<file path="config.mk">
export PLATFORM = sky130hd
export DESIGN_NAME = pt_walker
export DESIGN_NICKNAME = d
export VERILOG_FILES = /design/src/rtl/ptw_pkg.sv /design/src/rtl/ptw_vaddr_split.sv /design/src/rtl/ptw_pte_update.sv /design/src/rtl/ptw_walk_ctrl.sv /design/src/rtl/pt_walker.sv
export SDC_FILE = /design/constraint.sdc
export NUM_CORES = 1
export LEC_CHECK = 0
export CORE_ASPECT_RATIO = 1.2
export CORE_UTILIZATION = 40
export CTS_CLUSTER_SIZE = 28
export DETAILED_ROUTE_END_ITERATION = 6
export GPL_TIMING_DRIVEN = 0
export MAX_ROUTING_LAYER = met4
export PLACE_DENSITY_LB_ADDON = 0.1
export SKIP_LAST_GASP = 1
export SYNTH_ARGS = -nofsm -noshare
export SYNTH_HDL_FRONTEND = slang
export SYNTH_SLANG_ARGS = --single-unit
</file>
<file path="constraint.sdc">
create_clock -name clk_i -period 1.8 [get_ports clk_i]
set_input_delay 0.45 -clock clk_i [delete_from_list [all_inputs] [get_ports clk_i]]
set_output_delay 0.45 -clock clk_i [all_outputs]
set_load 0.01 [all_outputs]
</file>
<file path="src/rtl/ptw_pkg.sv">
package ptw_pkg;
  localparam int unsigned VA_W      = 32;
  localparam int unsigned OFF_W     = 12;
  localparam int unsigned VPN_W     = VA_W - OFF_W;
  localparam int unsigned PTE_W     = 32;
  localparam int unsigned PTE_SHIFT = 2;
  localparam int unsigned LEN_W     = VPN_W + 1;
  localparam int unsigned RSVD_W    = PTE_W - VPN_W - 3;

  typedef struct packed {
    logic [VPN_W-1:0]  ppn;
    logic [RSVD_W-1:0] rsvd;
    logic              dirty;
    logic              refd;
    logic              valid;
  } pte_t;

  typedef enum logic [2:0] {
    ST_IDLE,
    ST_RD_REQ,
    ST_RD_WAIT,
    ST_WB_REQ,
    ST_RESP
  } walk_state_e;
endpackage

</file>
<file path="src/rtl/ptw_vaddr_split.sv">
module ptw_vaddr_split
  import ptw_pkg::*;
(
  input  logic [VA_W-1:0]  vaddr_i,
  input  logic [VA_W-1:0]  base_i,
  input  logic [LEN_W-1:0] len_i,
  output logic [OFF_W-1:0] off_o,
  output logic             in_bounds_o,
  output logic [VA_W-1:0]  pte_addr_o
);
  localparam int unsigned PAD_W = VA_W - VPN_W - PTE_SHIFT;

  logic [VPN_W-1:0] vpn;

  assign vpn         = vaddr_i[VA_W-1:OFF_W];
  assign off_o       = vaddr_i[OFF_W-1:0];
  assign in_bounds_o = {1'b0, vpn} < len_i;
  assign pte_addr_o  = base_i + {{PAD_W{1'b0}}, vpn, {PTE_SHIFT{1'b0}}};
endmodule

</file>
<file path="src/rtl/ptw_pte_update.sv">
module ptw_pte_update
  import ptw_pkg::*;
(
  input  logic [PTE_W-1:0] pte_i,
  input  logic             is_write_i,
  output logic [PTE_W-1:0] pte_o,
  output logic [VPN_W-1:0] ppn_o,
  output logic             valid_o,
  output logic             need_wb_o
);
  pte_t cur, nxt;

  always_comb begin
    cur       = pte_t'(pte_i);
    nxt       = cur;
    nxt.refd  = 1'b1;
    nxt.dirty = cur.dirty | is_write_i;
  end

  assign pte_o     = nxt;
  assign ppn_o     = cur.ppn;
  assign valid_o   = cur.valid;
  assign need_wb_o = (nxt.refd != cur.refd) || (nxt.dirty != cur.dirty);
endmodule

</file>
<file path="src/rtl/ptw_walk_ctrl.sv">
module ptw_walk_ctrl
  import ptw_pkg::*;
(
  input  logic             clk_i,
  input  logic             rst_ni,
  input  logic             req_valid_i,
  output logic             req_ready_o,
  input  logic             req_write_i,
  input  logic [OFF_W-1:0] off_i,
  input  logic             in_bounds_i,
  input  logic [VA_W-1:0]  pte_addr_i,
  output logic             write_q_o,
  input  logic [PTE_W-1:0] upd_pte_i,
  input  logic [VPN_W-1:0] upd_ppn_i,
  input  logic             upd_valid_i,
  input  logic             upd_need_wb_i,
  output logic             rsp_valid_o,
  input  logic             rsp_ready_i,
  output logic [VA_W-1:0]  rsp_paddr_o,
  output logic             rsp_fault_o,
  output logic             rsp_oob_o,
  output logic             mem_req_o,
  output logic             mem_we_o,
  output logic [VA_W-1:0]  mem_addr_o,
  output logic [PTE_W-1:0] mem_wdata_o,
  input  logic             mem_gnt_i,
  input  logic             mem_rvalid_i
);
  walk_state_e      state_q, state_d;
  logic [OFF_W-1:0] off_q;
  logic [VA_W-1:0]  addr_q;
  logic [PTE_W-1:0] wdata_q;
  logic [VA_W-1:0]  paddr_q;
  logic             write_q, fault_q, oob_q;

  always_comb begin
    state_d = state_q;
    unique case (state_q)
      ST_IDLE:    if (req_valid_i) state_d = in_bounds_i ? ST_RD_REQ : ST_RESP;
      ST_RD_REQ:  if (mem_gnt_i) state_d = ST_RD_WAIT;
      ST_RD_WAIT: if (mem_rvalid_i)
                    state_d = (upd_valid_i && upd_need_wb_i) ? ST_WB_REQ : ST_RESP;
      ST_WB_REQ:  if (mem_gnt_i) state_d = ST_RESP;
      ST_RESP:    if (rsp_ready_i) state_d = ST_IDLE;
      default:    state_d = ST_IDLE;
    endcase
  end

  always_ff @(posedge clk_i or negedge rst_ni) begin
    if (!rst_ni) begin
      state_q <= ST_IDLE;
      off_q   <= '0;
      addr_q  <= '0;
      wdata_q <= '0;
      paddr_q <= '0;
      write_q <= 1'b0;
      fault_q <= 1'b0;
      oob_q   <= 1'b0;
    end else begin
      state_q <= state_d;
      if (state_q == ST_IDLE && req_valid_i) begin
        off_q   <= off_i;
        addr_q  <= pte_addr_i;
        write_q <= req_write_i;
        paddr_q <= '0;
        fault_q <= !in_bounds_i;
        oob_q   <= !in_bounds_i;
      end
      if (state_q == ST_RD_WAIT && mem_rvalid_i) begin
        fault_q <= !upd_valid_i;
        paddr_q <= upd_valid_i ? {upd_ppn_i, off_q} : '0;
        wdata_q <= upd_pte_i;
      end
    end
  end

  assign req_ready_o = (state_q == ST_IDLE);
  assign rsp_valid_o = (state_q == ST_RESP);
  assign rsp_paddr_o = paddr_q;
  assign rsp_fault_o = fault_q;
  assign rsp_oob_o   = oob_q;
  assign mem_req_o   = (state_q == ST_RD_REQ) || (state_q == ST_WB_REQ);
  assign mem_we_o    = (state_q == ST_WB_REQ);
  assign mem_addr_o  = addr_q;
  assign mem_wdata_o = wdata_q;
  assign write_q_o   = write_q;


  idle_excl_chk: assert property (@(posedge clk_i) disable iff (!rst_ni)
    req_ready_o |-> (!rsp_valid_o && !mem_req_o));


  oob_fault_chk: assert property (@(posedge clk_i) disable iff (!rst_ni)
    (rsp_valid_o && rsp_oob_o) |-> (rsp_fault_o && rsp_paddr_o == '0));


  wb_ref_chk: assert property (@(posedge clk_i) disable iff (!rst_ni)
    (mem_req_o && mem_we_o) |-> (mem_wdata_o[1] && mem_wdata_o[0]));


  rsp_hold_chk: assert property (@(posedge clk_i) disable iff (!rst_ni)
    (rsp_valid_o && !rsp_ready_i) |=> (rsp_valid_o && $stable(rsp_paddr_o)
      && $stable(rsp_fault_o) && $stable(rsp_oob_o)));


  mem_hold_chk: assert property (@(posedge clk_i) disable iff (!rst_ni)
    (mem_req_o && !mem_gnt_i) |=> (mem_req_o && $stable(mem_addr_o)
      && $stable(mem_we_o) && $stable(mem_wdata_o)));
endmodule

</file>
<file path="src/rtl/pt_walker.sv">
module pt_walker
  import ptw_pkg::*;
(
  input  logic             clk_i,
  input  logic             rst_ni,
  input  logic [VA_W-1:0]  tbl_base_i,
  input  logic [LEN_W-1:0] tbl_len_i,
  input  logic             req_valid_i,
  output logic             req_ready_o,
  input  logic [VA_W-1:0]  req_vaddr_i,
  input  logic             req_write_i,
  output logic             rsp_valid_o,
  input  logic             rsp_ready_i,
  output logic [VA_W-1:0]  rsp_paddr_o,
  output logic             rsp_fault_o,
  output logic             rsp_oob_o,
  output logic             mem_req_o,
  output logic             mem_we_o,
  output logic [VA_W-1:0]  mem_addr_o,
  output logic [PTE_W-1:0] mem_wdata_o,
  input  logic             mem_gnt_i,
  input  logic             mem_rvalid_i,
  input  logic [PTE_W-1:0] mem_rdata_i
);
  logic [OFF_W-1:0] off;
  logic             in_bounds;
  logic [VA_W-1:0]  pte_addr;
  logic             write_q;
  logic [PTE_W-1:0] upd_pte;
  logic [VPN_W-1:0] upd_ppn;
  logic             upd_valid, upd_need_wb;

  ptw_vaddr_split u_split (
    .vaddr_i     (req_vaddr_i),
    .base_i      (tbl_base_i),
    .len_i       (tbl_len_i),
    .off_o       (off),
    .in_bounds_o (in_bounds),
    .pte_addr_o  (pte_addr)
  );

  ptw_pte_update u_update (
    .pte_i      (mem_rdata_i),
    .is_write_i (write_q),
    .pte_o      (upd_pte),
    .ppn_o      (upd_ppn),
    .valid_o    (upd_valid),
    .need_wb_o  (upd_need_wb)
  );

  ptw_walk_ctrl u_ctrl (
    .clk_i         (clk_i),
    .rst_ni        (rst_ni),
    .req_valid_i   (req_valid_i),
    .req_ready_o   (req_ready_o),
    .req_write_i   (req_write_i),
    .off_i         (off),
    .in_bounds_i   (in_bounds),
    .pte_addr_i    (pte_addr),
    .write_q_o     (write_q),
    .upd_pte_i     (upd_pte),
    .upd_ppn_i     (upd_ppn),
    .upd_valid_i   (upd_valid),
    .upd_need_wb_i (upd_need_wb),
    .rsp_valid_o   (rsp_valid_o),
    .rsp_ready_i   (rsp_ready_i),
    .rsp_paddr_o   (rsp_paddr_o),
    .rsp_fault_o   (rsp_fault_o),
    .rsp_oob_o     (rsp_oob_o),
    .mem_req_o     (mem_req_o),
    .mem_we_o      (mem_we_o),
    .mem_addr_o    (mem_addr_o),
    .mem_wdata_o   (mem_wdata_o),
    .mem_gnt_i     (mem_gnt_i),
    .mem_rvalid_i  (mem_rvalid_i)
  );
endmodule

</file>
# Word-level counts from Yosys, hierarchy flattened
# Cells that the tools add are included.
totals:
  register_bits: 114
  input_bits: 124
  elab_cells: 45
op_classes:
  n_eq_ne: 10
  reduce_logical: 10
  add_sub_neg: 1
  bitwise: 2
  order_cmp: 1
  mux: 13
ops:
  columns: ["op", "count"]
  rows:
  - ["$mux 32", 3]
  - ["$add 32x22->32", 1]
  - ["$lt 20x21->1", 1]
  - ["$mux 3", 7]
  - ["$pmux 3 s5", 1]
  - ["$eq 3x2->1 const B", 2]
  - ["$ne 2x2->1 const B", 3]
  - ["$reduce_and 5->1", 1]
  - ["$ne 2x1->1 const B", 2]
  - ["$eq 3x1->1 const B", 1]
  - ["$eq 3x3->1 const B", 1]
  - ["$logic_and 1x1->1", 3]
  - ["$logic_not 3->1", 1]
  - ["$logic_not 1->1", 2]
  - ["$logic_or 1x1->1", 2]
  - ["$mux 1", 2]
  - ["$reduce_bool 2->1", 1]
  - ["$ne 1x1->1", 1]
  - ["$not 1->1", 1]
  - ["$or 1x1->1", 1]

# Logic depth before layout (Yosys ltp)
logic_depth:
  ltp_word: 7
  ltp_mapped: 10
  depth_no_buf: 10

# Cells and area by module
# Synthesis repeated with hierarchy kept, for this count alone.
unflattened:
  cells_unflattened: 615
  hier_area_um2: 6852.8
by_module_without_submodules:
  columns: ["mod", "area_each_um2", "instances", "cells_each", "seq_area_each_um2"]
  rows:
  - ["ptw_walk_ctrl", 4408.0, 1, 271, 2852.7]
  - ["ptw_vaddr_split", 2035.7, 1, 288, 0.0]
  - ["ptw_pte_update", 409.1, 1, 56, 0.0]

# Least setup slack after synthesis
# OpenSTA, ideal clock, no wires.
synth_path:
  path_type: "input-to-reg"
  startpoint: "in tbl_base_i[2]"
  endpoint: "reg u_ctrl.addr_q[18], in the netlist u_ctrl.mem_addr_o[18]"
  path_stages: 10
  n_path_buf: 0
  setup_ps: 133
  required_ps: 1667
  arrival_time_ps: 2377
  setup_slack_ps: -710
  path_cell_list: "ha_1 fa_1 a21o_1 a21oi_1 o21bai_1 a211oi_2 o21ai_1 a221oi_2 xor2_1 o21ai_0"
synth_via:
  elab_chain_len: 1
synth_lines:
  columns: ["element", "line_no", "rtl"]
  rows:
  - ["start: declaration", "pt_walker.sv:6", "input logic [VA_W-1:0] tbl_base_i,"]
  - ["$add 32x22->32", "ptw_vaddr_split.sv:18", "assign pte_addr_o = base_i + {{PAD_W{1'b0}}, vpn, {PTE_SHIFT{1'b0}}};"]
  - ["end signal: assignment", "ptw_walk_ctrl.sv:63", "addr_q <= pte_addr_i;"]
  - ["end: declaration", "ptw_walk_ctrl.sv:31", "logic [VA_W-1:0] addr_q;"]
# Every way passes these cells.
# A chain may end at the register's enable or synchronous reset.

# Final worst setup path
layout_path:
  startpoint: "in tbl_len_i[10]"
  endpoint: "reg u_ctrl.fault_q, in the netlist u_ctrl.rsp_fault_o"
layout_via:
  elab_chain_len: 4
layout_lines:
  columns: ["element", "line_no", "rtl"]
  rows:
  - ["start: declaration", "pt_walker.sv:7", "input logic [LEN_W-1:0] tbl_len_i,"]
  - ["$lt 20x21->1", "ptw_vaddr_split.sv:17", "assign in_bounds_o = {1'b0, vpn} < len_i;"]
  - ["$logic_not 1->1", "ptw_walk_ctrl.sv:66", "fault_q <= !in_bounds_i;"]
  - ["$mux 1", "ptw_walk_ctrl.sv:61", "if (state_q == ST_IDLE && req_valid_i) begin"]
  - ["$mux 1", "ptw_walk_ctrl.sv:69", "if (state_q == ST_RD_WAIT && mem_rvalid_i) begin"]
  - ["end signal: assignment", "ptw_walk_ctrl.sv:66", null]
  - ["end signal: assignment", "ptw_walk_ctrl.sv:70", "fault_q <= !upd_valid_i;"]
  - ["end: declaration", "ptw_walk_ctrl.sv:34", "logic write_q, fault_q, oob_q;"]
# Every way passes these cells. The select of a mux whose other input is x is not followed.

==> qor.csv <==
stage,metric,value,unit
power_and_ir_drop,combPwrFrac,0.427,
clocking,clockRootBuffer,clkbuf_16,
floorplan,die_h,134.5,microns
clocking,clk_pin_slew,0.05,ns
detailed_routing,vias_per_cell,5.214,
yosys,synth_seq_cells,114,
critical_path,cp-end-kind,register,
outcome,status,"finished, violations left",
power_and_ir_drop,pwr-share-clk,0.254,
placement,port_buffers,224,
placement,dpl.hpwl,12540,microns
power_and_ir_drop,power,13.21,mW
outcome,violations,negative setup slack,
detailed_routing,vias,5433,
final_layout,instances_no_fill,1042,
yosys,yosysTopAreaCellShare,0.4874,
sta,setup_ws,-0.4189,ns
power_and_ir_drop,vdd_drop_max,0.8012,mV
yosys,synth_area_leaders,"dfrtp_1, ha_1, nand2_1",
power_and_ir_drop,p_sw,4.319,mW
yosys,postSynthCellCount,560,
global_routing,antenna_found_initial,0,
power_and_ir_drop,swShare,0.3270,
critical_path,cp_cell_sequence,buf_8 -> inv_6 -> ha_4 -> a21o_1 -> a21o_1 -> a21o_4 -> a2111oi_4 -> o21ai_2 -> a31o_1 -> or2_1 -> a31o_1,
sta,period_share,1.233,
final_layout,fin_nets,1018,
critical_path,worst-setup-path-type,input port to register,
final_layout,area_growth,73.69,%
critical_path,cp_slowest_stage_delay,0.29,ns
power_and_ir_drop,power_leakage,4.706,nW
yosys,syn_nets,724,
sta,final_hold_viol_count,0,
floorplan,fp-row-count,48,
clocking,cts_num_sinks,114,
clocking,numCtsBuffers,17,
placement,dp.cells,960,
detailed_routing,post_drt_wl_per_cell,17.14,microns
critical_path,start_kind,input port,
yosys,synth_edf_count,0,
flow_run,maxCapViolCount,0,
critical_path,cp_max_fo,3,
critical_path,cp_num_buf_inv,2,
clocking,clk_latency,0.40,ns
final_layout,drive_gt1_frac,0.3080,
clocking,tritoncts,done,
floorplan,core,0.01435,sq mm
yosys,yosysMostFrequentCell,dfrtp_1,
sta,slew-limit-headroom,0.6214,
critical_path,path_delay_family,compound AO/OA/AOI/OAI gates,
sta,slew_violations,0,
critical_path,critical_path.slowest_cell,a2111oi_4,
detailed_routing,post-route-drc-count,0,
yosys,syn_area_per_cell,10.45,sq um
yosys,yosysSeqAreaShare,0.4874,
sta,finalSetupViolations,27,
detailed_routing,wirelength,17860,microns
floorplan,fp.dieW,112.4,microns
yosys,yosys-top-cells-count,"dfrtp_1, nand2_1, ha_1",
power_and_ir_drop,p_per_area,1299,mW/mm^2
clocking,clock_path_buffers,2,
global_routing,grt_overflow,0,
sta,skew,0.01116,ns
sta,min_period,2.219,ns
detailed_routing,dr.pass1.iters,6,
sta,grt_setup_unrepaired,yes,
placement,routabilityCongestion,0.8836,
final_layout,n_antenna_cell,0,
final_layout,fillCellCount,1060,
sta,tightest_slew,0.5679,ns
global_routing,grt_pass1_wl,28060,microns
critical_path,rr_startpoint,u_ctrl.state_q[2],
yosys,yosysWarnings,0,
yosys,synth_area_leader_cell,dfrtp_1,
global_routing,globalRouteTotalUtil,0.2425,
detailed_routing,drt_iter0_markers,265,
floorplan,die_area,0.01512,sq mm
clocking,htree_levels,4,
detailed_routing,drtAntennaViolNets,0,
power_and_ir_drop,internal-power,8.888,mW
yosys,netlist_area,0.005853,sq mm
min_path,worstHoldPathType,input port to async pin,
floorplan,ioPinCount,226,
power_and_ir_drop,share_seq_of_total_power,0.319,
global_routing,grt_pass1_vias,5815,
critical_path,critPathArrivalTime,2.50,ns
global_routing,grt_max_degree,73,
critical_path,critPathRequiredTime,2.08,ns
yosys,synth.distinct_cells,57,
yosys,async_flop_share,1.000,
critical_path,startpoint,tbl_len_i[10],
floorplan,start_util,0.4078,
sta,fmax,0.4507,GHz
yosys,synth_flop_cell,dfrtp_1,
-- registers in the layout, summed over array words and instances, names as in the netlist --
signal              flops
u_ctrl.mem_addr_o      32
u_ctrl.rsp_fault_o      1
u_ctrl.rsp_paddr_o     32
u_ctrl.mem_wdata_o     32
u_ctrl.write_q_o        1
u_ctrl.state_q          3
u_ctrl.off_q           12
u_ctrl.rsp_oob_o        1
-- path summary, 6_finish.rpt --
check | to | slack, ns | depth (start not counted)
max in group asynchronous | u_ctrl.state_q[0] | 1.00 | 2
setup / recovery | u_ctrl.rsp_fault_o | -0.42 | 11
setup reg to reg | u_ctrl.rsp_paddr_o[14] | 0.13 | 5
hold / removal | u_ctrl.mem_wdata_o[30] | 0.03 | 1
hold reg to reg | u_ctrl.off_q[6] | 0.47 | 2
min in group clk_i | u_ctrl.mem_addr_o[2] | 0.35 | 4
-- power by group through the flow --
stage                     clock (mW)  combinational (mW)  sequential [mW]
after floorplan                    0                2.04             4.58
after global placement             0                5.19             4.17
after detailed placement           0                5.31             4.23
after CTS                       3.42                5.59             4.20
after global routing            3.52                6.12             4.35
final                           3.35                5.64             4.21
-- metal layers --
metal  share of wire  track usage  wire (microns)
met1            0.38       0.2577            6747
met2            0.55       0.4413            9734
met3           0.048      0.04578             866
met4           0.029       0.1015             510
met5               0            -               0
-- what timing repair did --
item | 4_1_cts | 5_1_grt
buffers inserted | 43 | 12
pin swaps | 84 | 58
setup endpoints to repair | 107 | 95
resized for setup | 259 | 52
hold buffers | 0 | 0
-- final cells by class --
type                    instances  area, sq um  area share
plain buffers                  21        112.6     0.01108
clock buffers                  19        442.9     0.04357
clock inverters                13        158.9     0.01563
inverters                      27        111.4     0.01095
multi-input cells             395         3603      0.3545
flip-flops and latches        114         2854      0.2807
well taps                     175        219.0     0.02154
repair buffers                278         2664      0.2620
-- logic make-up after synthesis --
family,count (synthesis),share of synthesized area
muxes,29,0.05579
buffers and inverters,51,0.03335
and+or+nand+nor,152,0.1208
adders and majority gates,40,0.08679
xor gates and xnor gates,28,0.04190
AOI/OAI and AO/OA,146,0.1740
DFF,114,0.4874
-- layout by cell type (no fill, tap or decap), types with 6 or more instances in the layout --
master	synthesis	layout
a21o_1	18	17
a21oi_2	1	14
a21oi_4	0	8
a22o_1	33	33
buf_2	3	13
buf_4	0	45
buf_6	0	19
clkbuf_1	20	11
clkbuf_16	0	17
clkbuf_2	0	7
clkdlybuf4s50_1	0	153
dfrtp_1	114	113
dlygate4sd2_1	0	23
dlymetal6s2s_1	0	14
ha_1	39	10
ha_4	0	26
inv_1	27	19
mux2_2	29	29
nand2_1	88	84
nor2_1	18	11
o21ai_0	35	12
o21ai_1	4	19
o21ai_2	1	6
xnor2_1	21	19
xor2_1	7	7
-- per-stage QoR --
step / setup slack [ns] / area (sq um) / setup TNS [ns] / hold WS, ns / utilization
after floorplan: -0.4611 / 6096 / -6.355 / 0.1544 / -
after global placement: -3.965 / 8557 / -506.63 / 0.4505 / 0.5961
after detailed placement: -1.323 / 8582 / -57.31 / 0.4632 / 0.5979
after CTS: -0.4425 / 9952 / -6.613 / 0.04030 / 0.6933
after global routing: -0.4735 / 10170 / -7.640 / 0.07197 / 0.7082
final: -0.4189 / 10170 / -6.140 / 0.03373 / 0.7082
Power figures use the tool's default switching activity.
